`config.mk`:
```
export PLATFORM = sky130hd
export DESIGN_NAME = irq_root_aggregator
export DESIGN_NICKNAME = d
export VERILOG_FILES = /design/src/rtl/irq_agg_pkg.sv /design/src/rtl/irq_w1c_reg.sv /design/src/rtl/irq_msi_bank.sv /design/src/rtl/irq_host_level.sv /design/src/rtl/irq_root_aggregator.sv
export SDC_FILE = /design/constraint.sdc
export NUM_CORES = 1
export LEC_CHECK = 0
export BUFFER_PORTS_ARGS = -buffer_cell sky130_fd_sc_hd__buf_2
export CORE_MARGIN = 2
export CORE_UTILIZATION = 40
export CTS_BUF_LIST = sky130_fd_sc_hd__clkbuf_4
export DETAILED_ROUTE_END_ITERATION = 10
export GPL_TIMING_DRIVEN = 0
export PLACE_DENSITY_LB_ADDON = 0.25
export SLEW_MARGIN = 20
export SYNTH_ARGS = -nofsm -noshare
export SYNTH_HDL_FRONTEND = slang
export SYNTH_SLANG_ARGS = --single-unit
```
`constraint.sdc`:
```
create_clock -name clk -period 5.3 [get_ports clk]
set_input_delay 0.265 -clock clk [delete_from_list [all_inputs] [get_ports clk]]
set_output_delay 0.265 -clock clk [all_outputs]
set_load 0.1 [all_outputs]
```
`src/rtl/irq_agg_pkg.sv`:
```
package irq_agg_pkg;
  typedef logic [31:0] word_t;

  localparam int ADDR_W = 4;
  localparam logic [ADDR_W-1:0] A_PRI_STAT  = 4'd0;
  localparam logic [ADDR_W-1:0] A_PRI_MASK  = 4'd1;
  localparam logic [ADDR_W-1:0] A_SEC_STAT  = 4'd2;
  localparam logic [ADDR_W-1:0] A_SEC_MASK  = 4'd3;
  localparam logic [ADDR_W-1:0] A_MSI_STAT  = 4'd4;
  localparam logic [ADDR_W-1:0] A_MSI_MASK  = 4'd5;
  localparam logic [ADDR_W-1:0] A_MSI_DATA  = 4'd6;
  localparam logic [ADDR_W-1:0] A_HOST_STAT = 4'd7;
  localparam logic [ADDR_W-1:0] A_HOST_MASK = 4'd8;

  localparam int INTX_ON_LSB  = 16;
  localparam int INTX_OFF_LSB = 20;
  localparam int MSI_PEND_BIT = 24;
  localparam int SEC_PWR_BIT  = 4;
  localparam int SEC_FLUSH_BIT = 5;
  localparam int HOST_CORE_BIT = 16;

  localparam word_t PRI_IMPL  = 32'h07FF_FFFF;
  localparam word_t SEC_IMPL  = 32'h0000_0030;
  localparam word_t HOST_IMPL = 32'h00FF_F0FB;

  // next value of a sticky status word: clear first, new events win
  function automatic word_t w1c_next(word_t cur, word_t clr, word_t set, word_t impl);
    return ((cur & ~clr) | set) & impl;
  endfunction

  function automatic word_t pending(word_t stat, word_t mask);
    return stat & ~mask;
  endfunction
endpackage

```
`src/rtl/irq_w1c_reg.sv`:
```
module irq_w1c_reg
  import irq_agg_pkg::*;
#(
  parameter word_t IMPL = '1
) (
  input  logic  clk,
  input  logic  rst_n,
  input  word_t clr_i,
  input  word_t set_i,
  output word_t q_o
);
  word_t q;

  always_ff @(posedge clk or negedge rst_n) begin
    if (!rst_n) q <= '0;
    else        q <= w1c_next(q, clr_i, set_i, IMPL);
  end

  assign q_o = q;


  set_wins_chk: assert property (@(posedge clk) disable iff (!rst_n)
    ((set_i & IMPL) != '0) |=> ((q_o & $past(set_i & IMPL)) == $past(set_i & IMPL)));


  clear_works_chk: assert property (@(posedge clk) disable iff (!rst_n)
    ((clr_i & ~set_i & IMPL) != '0) |=> ((q_o & $past(clr_i & ~set_i)) == '0));
endmodule

```
`src/rtl/irq_msi_bank.sv`:
```
module irq_msi_bank
  import irq_agg_pkg::*;
#(
  parameter int MSI_VECS = 32,
  parameter int PAY_W    = 8,
  localparam int VEC_W   = $clog2(MSI_VECS)
) (
  input  logic             clk,
  input  logic             rst_n,
  input  logic             msi_valid,
  input  logic [VEC_W-1:0] msi_vec,
  input  logic [PAY_W-1:0] msi_data,
  input  word_t            clr_i,
  input  word_t            mask_i,
  output word_t            stat_o,
  output logic [PAY_W-1:0] payload_o,
  output logic             hit_o
);
  localparam word_t MSI_IMPL = word_t'((64'd1 << MSI_VECS) - 64'd1);

  word_t            vec_set;
  logic [PAY_W-1:0] payload;

  assign vec_set = msi_valid ? (word_t'(1) << msi_vec) : '0;
  assign hit_o   = msi_valid && !mask_i[msi_vec];

  irq_w1c_reg #(.IMPL(MSI_IMPL)) u_stat (
    .clk(clk), .rst_n(rst_n), .clr_i(clr_i), .set_i(vec_set), .q_o(stat_o)
  );

  always_ff @(posedge clk or negedge rst_n) begin
    if (!rst_n)         payload <= '0;
    else if (msi_valid) payload <= msi_data;
  end

  assign payload_o = payload;


  msi_capture_chk: assert property (@(posedge clk) disable iff (!rst_n)
    msi_valid |=> (stat_o[$past(msi_vec)] && payload_o == $past(msi_data)));
endmodule

```
`src/rtl/irq_host_level.sv`:
```
module irq_host_level
  import irq_agg_pkg::*;
(
  input  logic  clk,
  input  logic  rst_n,
  input  word_t pri_stat,
  input  word_t pri_mask,
  input  word_t sec_stat,
  input  word_t sec_mask,
  input  word_t host_mask,
  input  word_t clr_i,
  output word_t host_stat,
  output logic  irq_o
);
  logic  core_evt;
  word_t host_set;

  assign core_evt = (pending(pri_stat, pri_mask) != '0) || (pending(sec_stat, sec_mask) != '0);
  assign host_set = word_t'(core_evt) << HOST_CORE_BIT;

  irq_w1c_reg #(.IMPL(HOST_IMPL)) u_stat (
    .clk(clk), .rst_n(rst_n), .clr_i(clr_i), .set_i(host_set), .q_o(host_stat)
  );

  assign irq_o = pending(host_stat, host_mask) != '0;


  core_set_chk: assert property (@(posedge clk) disable iff (!rst_n)
    core_evt |=> host_stat[HOST_CORE_BIT]);
endmodule

```
`src/rtl/irq_root_aggregator.sv`:
```
module irq_root_aggregator
  import irq_agg_pkg::*;
#(
  parameter int NUM_INTX = 4,
  parameter int MSI_VECS = 32,
  parameter int PAY_W    = 8,
  localparam int VEC_W   = $clog2(MSI_VECS)
) (
  input  logic                clk,
  input  logic                rst_n,
  input  logic [NUM_INTX-1:0] intx_assert,
  input  logic [NUM_INTX-1:0] intx_deassert,
  input  logic                msi_valid,
  input  logic [VEC_W-1:0]    msi_vec,
  input  logic [PAY_W-1:0]    msi_data,
  input  logic                pwr_evt,
  input  logic                flush_evt,
  input  logic                reg_we,
  input  logic [ADDR_W-1:0]   reg_addr,
  input  logic [31:0]         reg_wdata,
  output logic [31:0]         reg_rdata,
  output logic                irq_out
);
  localparam word_t MSI_IMPL = word_t'((64'd1 << MSI_VECS) - 64'd1);

  word_t pri_mask, sec_mask, msi_mask, host_mask;
  word_t pri_stat, sec_stat, msi_stat, host_stat;
  word_t pri_set, sec_set;
  word_t pri_clr, sec_clr, msi_clr, host_clr;
  logic [PAY_W-1:0] payload;
  logic  msi_hit;

  // write-1-to-clear strobes, one per status register
  assign pri_clr  = (reg_we && reg_addr == A_PRI_STAT)  ? reg_wdata : '0;
  assign sec_clr  = (reg_we && reg_addr == A_SEC_STAT)  ? reg_wdata : '0;
  assign msi_clr  = (reg_we && reg_addr == A_MSI_STAT)  ? reg_wdata : '0;
  assign host_clr = (reg_we && reg_addr == A_HOST_STAT) ? reg_wdata : '0;

  always_comb begin
    pri_set = '0;
    for (int i = 0; i < NUM_INTX; i++) begin
      pri_set[INTX_ON_LSB + i]  = intx_assert[i];
      pri_set[INTX_OFF_LSB + i] = intx_deassert[i];
    end
    pri_set[MSI_PEND_BIT] = msi_hit;
  end

  always_comb begin
    sec_set = '0;
    sec_set[SEC_PWR_BIT]   = pwr_evt;
    sec_set[SEC_FLUSH_BIT] = flush_evt;
  end

  always_ff @(posedge clk or negedge rst_n) begin
    if (!rst_n) begin
      pri_mask  <= PRI_IMPL;
      sec_mask  <= SEC_IMPL;
      msi_mask  <= MSI_IMPL;
      host_mask <= HOST_IMPL;
    end else if (reg_we) begin
      case (reg_addr)
        A_PRI_MASK:  pri_mask  <= reg_wdata & PRI_IMPL;
        A_SEC_MASK:  sec_mask  <= reg_wdata & SEC_IMPL;
        A_MSI_MASK:  msi_mask  <= reg_wdata & MSI_IMPL;
        A_HOST_MASK: host_mask <= reg_wdata & HOST_IMPL;
        default: ;
      endcase
    end
  end

  irq_msi_bank #(.MSI_VECS(MSI_VECS), .PAY_W(PAY_W)) u_msi (
    .clk(clk), .rst_n(rst_n), .msi_valid(msi_valid), .msi_vec(msi_vec),
    .msi_data(msi_data), .clr_i(msi_clr), .mask_i(msi_mask),
    .stat_o(msi_stat), .payload_o(payload), .hit_o(msi_hit)
  );

  irq_w1c_reg #(.IMPL(PRI_IMPL)) u_pri (
    .clk(clk), .rst_n(rst_n), .clr_i(pri_clr), .set_i(pri_set), .q_o(pri_stat)
  );

  irq_w1c_reg #(.IMPL(SEC_IMPL)) u_sec (
    .clk(clk), .rst_n(rst_n), .clr_i(sec_clr), .set_i(sec_set), .q_o(sec_stat)
  );

  irq_host_level u_host (
    .clk(clk), .rst_n(rst_n), .pri_stat(pri_stat), .pri_mask(pri_mask),
    .sec_stat(sec_stat), .sec_mask(sec_mask), .host_mask(host_mask),
    .clr_i(host_clr), .host_stat(host_stat), .irq_o(irq_out)
  );

  always_comb begin
    case (reg_addr)
      A_PRI_STAT:  reg_rdata = pri_stat;
      A_PRI_MASK:  reg_rdata = pri_mask;
      A_SEC_STAT:  reg_rdata = sec_stat;
      A_SEC_MASK:  reg_rdata = sec_mask;
      A_MSI_STAT:  reg_rdata = msi_stat;
      A_MSI_MASK:  reg_rdata = msi_mask;
      A_MSI_DATA:  reg_rdata = word_t'(payload);
      A_HOST_STAT: reg_rdata = host_stat;
      A_HOST_MASK: reg_rdata = host_mask;
      default:     reg_rdata = '0;
    endcase
  end


  msi_pending_chk: assert property (@(posedge clk) disable iff (!rst_n)
    (msi_valid && !msi_mask[msi_vec]) |=> pri_stat[MSI_PEND_BIT]);
endmodule

```
==> results of run 1 <==
## layout by cell type, fill, tap and decap left out, drive strengths merged, types with 6 or more instances in the layout
| cell | n |
|---|---|
| a21boi | 16 |
| a21o | 11 |
| a21oi | 20 |
| a222oi | 31 |
| a22o | 19 |
| a22oi | 16 |
| buf | 107 |
| clkbuf | 45 |
| clkinv | 8 |
| dfrtp | 88 |
| dfstp | 80 |
| dlygate4sd3 | 60 |
| inv | 33 |
| mux2 | 92 |
| mux4 | 7 |
| nand2 | 82 |
| nand2b | 19 |
| nand3 | 21 |
| nor2b | 6 |
| o22ai | 11 |
| o2bb2ai | 16 |
## state kept, by name, indices dropped and copies added (netlist names)
register and count:
host_mask 19, sec_mask 2, u_host.u_stat.q_o 19, u_pri.q_o 27
u_sec.q_o 2, u_msi.u_stat.q_o 32, u_msi.payload_o 8, pri_mask 27
msi_mask 32
## worst max-delay path: cells and delay by family
family	cells	cell delay, ns
buffers and inverters	4	1.49
and+or+nand+nor	3	0.74
AOI/OAI and AO/OA	1	0.28
## worst min-delay path by stage
stage / cells after the start / from / slack (ns) / end
floorplan: 0 / rst_n / -0.03 / u_host.u_stat.q_o[0]
global placement: 2 / intx_deassert[3] / 0.44 / u_pri.q_o[23]
detailed placement: 1 / rst_n / 0.28 / u_msi.payload_o[3]
CTS: 3 / msi_vec[3] / 0.09 / u_pri.q_o[24]
global route: 3 / msi_vec[3] / 0.12 / u_pri.q_o[24]
finish: 3 / msi_vec[3] / 0.13 / u_pri.q_o[24]
## cells by family (layout without fill, tap and decap cells)
kind of cell | after synthesis | after routing | share of synthesized area [%]
flops | 168 | 168 | 54.0
simple gates | 162 | 162 | 10.7
compound gates | 156 | 156 | 15.7
mux | 104 | 104 | 15.7
buf+inv | 77 | 257 | 4.00
other cells | 0 | 2 | 0
## cell type report
type,instances,area [um^2],area share (%)
sequential,168,4300,44.7
buffer,45,199,2.06
antenna,2,5.00,0.0519
multi-input combinational,422,3350,34.8
timing repair buffer,148,1070,11.1
inverter,32,120,1.25
clock buffer,19,143,1.48
clock inverter,13,106,1.10
tap,265,332,3.44
## per-layer routing
metal  GRT usage, %  vias up
met3           5.97       64
met2           39.4      317
met1           34.2     3411
li1               -     2836
met5              0        -
met4           10.9        0
## power by group through the flow
stage | sequential, mW | clock (mW) | combinational, mW
finish | 1.82 | 0.699 | 0.770
global placement | 1.82 | 0 | 0.713
CTS | 1.81 | 0.710 | 0.768
floorplan | 1.75 | 0 | 0.555
global route | 1.84 | 0.762 | 0.816
detailed placement | 1.83 | 0 | 0.736
## metrics by stage
| stage | worst slack [ns] | instance area (um^2) | hold WS (ns) | instances |
|---|---|---|---|---|
| global route | 2.22 | 9630 | 0.121 | 1113 |
| finish | 2.25 | 9640 | 0.132 | 1114 |
| CTS | 2.32 | 9630 | 0.0932 | 1112 |
| floorplan | 0.550 | 7980 | -0.0306 | 667 |
| global placement | 1.49 | 8740 | 0.443 | 1019 |
| detailed placement | 2.34 | 8780 | 0.284 | 1020 |
==> results by group, run 1 <==
Status
  • Status: completed

Clock network
  • TritonCTS clock tree: built
  • H-tree depth reported by CTS: 4
  • Clk root buf: clkbuf_4
  • Clk Latency, worst-skew pair: 0.59 ns
  • CTS Buf Count: 17
  • Number of setup buffers added after CTS: 0
  • # hold bufs at CTS: 60
  • CTS max path bufs: 2
  • Post-CTS sizing: 0
  • CTS clk-pin slew, worst paths: 0.14 ns
  • Clk sink count: 168

Floorplanning
  • DIE WIDTH: 145 um
  • Core box area: 0.0195 mm^2
  • FP Rows: 51
  • Die height: 145 um
  • Die area: 0.0211 mm^2
  • Initial core utilization: 40.9%
  • IO Pins: 96

Setup path
  • FF-to-FF End: u_pri.q_o[24]
  • Reg-to-reg setup timing slack: 3.25 ns
  • CP Launch Point: reg_addr[2]
  • Worst setup path end: reg_rdata[7]
  • Critical path type: in -> out
  • Crit path DAT: 2.78 ns
  • Crit path required time: approximately 5 ns
  • Cell mode on critical path: clkbuf_1
  • CP max stage cell: clkbuf_1
  • Crit-path max FO: 10
  • R2R cell count: 4
  • Worst reg2reg path startpoint: msi_mask[8]
  • Largest stage delay, worst path: 0.60 ns
  • Crit path cell chain: buf_4 > nor2b_1 > and3b_1 > clkbuf_1 > clkbuf_1 > a222oi_1 > nand3_1 > buf_2
  • Startpoint types: input port
  • CP endpoint kind: output port

Global routing
  • Largest net degree at the start of global routing: 94
  • Global Route Usage Sum: 25.4%
  • Vias in the first global route: 6,854
  • Initial antenna violation count: 1
  • First-pass GRT wire length: 40.6 mm
  • GR Overflow Total: 0

STA
  • Final hold vios: 0
  • Relative slew slack: about two fifths
  • Worst-Margin Slew: 0.876 ns
  • Final setup viols: 0
  • RSZ-0062 raised after global routing: no
  • Max Fclk: 328 MHz
  • Clk_skew: 0.0116 ns
  • Tmin final: 3.05 ns
  • Slew Viols, Final: 0
  • Final worst path period share: 57.5%
  • Final setup TNS: 0 ns

Drt
  • Final WL: 26.5 mm
  • Metal2 WL: between 10 and 15 mm
  • Via density per instance: 5.95
  • DRC Markers: 0
  • Drt pass-1 iters: 6
  • Met3 wire len: 2.21 mm
  • DRT iter0 DRCs: around 840
  • Met1 wire length: 11.1 mm
  • Highest metal used: met4
  • Final ANT Viol Nets: 0
  • Vias post-DR: 6,628
  • WL/cell: 23.8 um

Power
  • Peak supply drop: around 0.12 mV
  • Pwr dens: about 340 mW/mm^2
  • Internal power: 2.19 mW
  • Switching share of total power: 33.5%
  • Leakage: a little over 4 nW
  • Clock network power share: 21.3%
  • Reg power frac: 55.3%
  • Sw Pwr: 1.10 mW
  • Logic gate share of total power: 23.4%
  • Final Total Pwr: 3.29 mW

Synth
  • Average cell area after synthesis: between 10 and 15 um^2
  • Post-synthesis cell count: between 600 and 700
  • Post-Synthesis Net Count: 730
  • Most frequent cells after synthesis: mux2_2, dfrtp_1, nand2_1
  • Largest cells by area after synthesis: dfrtp_1, dfstp_2, mux2_2
  • Top FF cell, synth: dfrtp_1
  • Synth top area share: 27.6%
  • Sequential area share after synthesis: 54.0%
  • Post-Syn Area: 0.00798 mm^2
  • Synth Register Bits: 168
  • Number of flops mapped to enable cells by yosys: 0
  • Fraction of registers with async set/reset: between 90% and 100%
  • YS warnings: 0
  • Largest area contributor in the netlist: dfrtp_1
  • Synth cell types: 50
  • Most common cell in the netlist: mux2_2

Final layout
  • Area growth from synthesis to layout: 20.8%
  • Util after Layout: 49.4%
  • Nets@finish: 897
  • Share of cells above drive strength 1: 37.5%
  • Fillers: between 1,500 and 2,000

Place
  • Port buffer count: 87
  • Post-DP HPWL: 18.9 mm
  • GPL Wtd Cong: around 0.91

Hold path
  • Type of the worst min-delay path: in -> reg

Run
  • Maxcap violations: 0
No activity file was read; power rests on OpenSTA's default activity.
==> run 2: changes to the inputs <==
Settings changed: ABC_AREA set to 1.
Clock period 5.3 ns to 2.7 ns, I/O delays scaled along.
==> run 2 against run 1 <==
Net effect:
- area after synthesis is 4.6% higher
- sequential power is 86% higher
- clock-buffer cell count stayed put
- critical path type unchanged
- largest cell class unchanged
- largest power group unchanged
==> results by group, run 2 <==
Synth
  • Xor and xnor fraction of the mapped netlist area: 0% (unchanged)
  • Number of flops mapped to enable cells by yosys: 0 (unchanged)
  • Post-Synthesis Net Count: 1,058 (+45%)
  • Sequential area share after synthesis: 51.6% (-2.4 points)
  • Most frequent cells after synthesis: nand2_1, inv_1, o21ai_0
  • Average cell area after synthesis: 8.39 um^2 (-30%)
  • Fraction of registers with async set/reset: 100% (unchanged)
  • Compound-Gate Fraction of Synth Area: 20.6% (+4.9 points)
  • YS warnings: 0 (unchanged)
  • Synth top area share: 26.4% (-1.2 points)
  • Post-Syn Area: 0.00835 mm^2 (+4.6%)
  • Main combinational cell family by area after synthesis: compound AO/OA/AOI/OAI gates
  • Mux contribution to synthesized area: 0% (-16 points)
  • Synth Register Bits: 168 (unchanged)
  • Post-synthesis cell count: 995 (+49%)
  • Largest area contributor in the netlist: dfrtp_1
  • Synth Area in Simple Gates: 17.2% (+6.5 points)
  • Largest cells by area after synthesis: dfrtp_1, dfstp_2, nand2_1
  • Synth cell types: 36 (-28%)
  • Adder-cell area share of the yosys netlist: 0% (unchanged)
  • Most common cell in the netlist: nand2_1
  • Top FF cell, synth: dfrtp_1

STA
  • Clk_skew: 0.0180 ns (+0.00637 ns)
  • Final worst path period share: 95.7%
  • Slew Viols, Final: 0 (unchanged)
  • RSZ-0062 raised after global routing: no
  • Final setup viols: 0 (unchanged)
  • Max Fclk: around 390 MHz
  • Relative slew slack: 39.8% (-1.7 points)
  • Setup ws final: 0.117 ns (-2.13 ns)
  • Tmin final: 2.58 ns
  • Final hold vios: 0 (unchanged)
  • Final setup TNS: 0 ns (unchanged)
  • Worst-Margin Slew: 0.900 ns (+0.0233 ns)

Floorplanning
  • Initial core utilization: 41.0% (+0.14 points)
  • Die area: 0.0220 mm^2 (+4.5%)
  • IO Pins: 96 (unchanged)
  • FP Rows: 52 (+2.0%)
  • Die height: 148 um (+2.2%)
  • Core box area: 0.0204 mm^2 (+4.3%)
  • DIE WIDTH: 148 um (+2.2%)

Power
  • Reg power frac: 52.2% (-3.1 points)
  • Logic gate share of total power: 22.9% (-0.5 points)
  • Peak supply drop: 0.372 mV (+200%)
  • Sw Pwr: 2.24 mW (+100%)
  • Leakage: 4.84 nW (+18%)
  • Pwr dens: 636 mW/mm^2 (+86%)
  • Final Total Pwr: 6.47 mW (+97%)
  • Switching share of total power: 34.7% (+1.2 points)
  • Internal power: 4.23 mW (+93%)
  • Clock network power share: 24.9% (+3.6 points)

Drt
  • Highest metal used: met4
  • WL/cell: 19.8 um (-17%)
  • Via density per instance: 5.34 (-10%)
  • Vias post-DR: 7,793 (+18%)
  • DRT iter0 DRCs: 777 (-7.7%)
  • Met1 wire length: 12.8 mm (+15%)
  • Metal2 WL: 13.0 mm (+6.0%)
  • DRC Markers: 0 (unchanged)
  • Final ANT Viol Nets: 0 (unchanged)
  • Final WL: 28.8 mm (+8.8%)
  • Drt pass-1 iters: 5 (-1)
  • Met3 wire len: 2.27 mm (+3.1%)

Setup path
  • CP endpoint kind: output port
  • CP Launch Point: reg_addr[2]
  • Crit path DAT: 2.45 ns (-0.33 ns)
  • Crit-path max FO: 10 (unchanged)
  • Crit path required time: 2.57 ns (-2.47 ns)
  • Worst reg2reg path startpoint: pri_mask[25]
  • Startpoint types: input port
  • Critical path type: in -> out

Final layout
  • Area growth from synthesis to layout: 22.0%
  • Most common library cell in the layout ignoring fill and taps: nand2_1
  • Final Instance Count excl. Fillers: 1,459 (+31%)
  • Fillers: 2,031 (+11%)
  • Share of cells above drive strength 1: 23.8% (-14 points)
  • Commonest non-fill, non-tap cells in the layout: nand2_1, inv_1, buf_2
  • Nets@finish: 1,238 (+38%)
  • Cell area after layout: 0.0102 mm^2 (+5.6%)

Clock network
  • Clk root buf: clkbuf_4
  • Clk sink count: 168 (unchanged)
  • Clk Latency, worst-skew pair: 0.59 ns (about the same)
  • # hold bufs at CTS: 67 (+12%)
  • Post-CTS sizing: 0 (unchanged)
  • CTS Buf Count: 17 (unchanged)
  • H-tree depth reported by CTS: 4 (unchanged)
  • Number of setup buffers added after CTS: 0 (unchanged)
  • TritonCTS clock tree: built
  • CTS clk-pin slew, worst paths: 0.14 ns (about the same)
  • CTS max path bufs: 2 (unchanged)

Place
  • GPL Wtd Cong: 0.959 (+5.6%)
  • Post-DP HPWL: 20.5 mm (+8.9%)
  • Post-placement cell count: 1,359 (+33%)
  • Placed Area: 0.00921 mm^2 (+4.9%)
  • Pre-CTS setup slack: 0.654 ns (-1.68 ns)
  • Port buffer count: 92 (+5.7%)

Global routing
  • Largest net degree at the start of global routing: 76 (-19%)
  • GR Overflow Total: 0 (unchanged)
  • Initial antenna violation count: 1 (unchanged)
  • Vias in the first global route: 7,600 (+11%)
  • Global Route Usage Sum: 26.8% (+1.4 points)
  • First-pass GRT wire length: 44.1 mm (+8.5%)

Run
  • Maxcap violations: 0 (unchanged)

Hold path
  • Hold path startpoint: reg_we
  • Type of the worst min-delay path: in -> reg

Status
  • Status: completed
-- run 2: cell types whose count changed after synthesis, sizes merged, moves of 17 or more --
| cell | change |
|---|---|
| mux2 | -92 |
| nand2b | -19 |
| buf | +17 |
| o21ai | +215 |
| nand2 | +175 |
| inv | +112 |
| nor2 | +31 |
| a222oi | -31 |
| clkbuf | -19 |
| a22o | -17 |
-- run 2: worst max-delay path: stages --
cell and delay, ns:
dlygate4sd3_1 0.53, buf_2 0.15, nor2_4 0.18, nand2_2 0.21, inv_2 0.18, buf_2 0.29
nand2_1 0.08, o2111ai_1 0.17, buf_2 0.50
-- run 2: logic make-up (layout without fill, tap and decap cells) --
family,Yosys count,after routing
AND/OR/NAND/NOR,337,337
buffers and inverters,189,382
other,0,1
AO/OA/AOI/OAI,301,301
flip-flops,168,168
-- run 2: stage by stage --
stage | utilization (%) | hold slack, ns
floorplan | - | -0.161
global placement | 44.9 | 0.320
detailed placement | 45.2 | 0.0224
CTS | 50.0 | 0.00449
global route | 50.0 | 0.00607
finish | 50.0 | 0.0231
-- run 2: per-layer routing --
layer  track usage (%)  up-vias
met1              38.3     3766
met3              5.12       48
met5                 0        -
met2              41.2      355
met4              9.14        0
li1                  -     3624
-- run 2: final cells by class --
class	count	area [um^2]	area share [%]
flip-flops and latches	168	4300	42.3
well taps	270	338	3.32
inverters	146	558	5.48
clock inverters	13	154	1.51
repair buffers	161	1200	11.7
multi-input cells	638	3160	31.0
clock buffers	19	143	1.40
diodes	1	2.50	0.0246
plain buffers	43	327	3.21
-- run 2: path summary, 6_finish.rpt --
kind | slack (ns) | cells after the start | endpoint
min reg2reg | 0.48 | 2 | msi_mask[0]
max reg2reg | 1.10 | 7 | u_host.u_stat.q_o[16]
min in group asynchronous | 0.14 | 2 | host_mask[13]
max | 0.12 | 9 | reg_rdata[14]
max in group asynchronous | 1.23 | 3 | u_host.u_stat.q_o[14]
min | 0.02 | 3 | sec_mask[5]
-- run 2: power by group through the flow --
stage	Combinational [mW]	Clock (mW)	Sequential, mW
detailed placement	1.40	0	3.41
floorplan	1.03	0	3.32
CTS	1.48	1.62	3.36
global route	1.64	1.72	3.42
finish	1.48	1.61	3.38
global placement	1.36	0	3.40
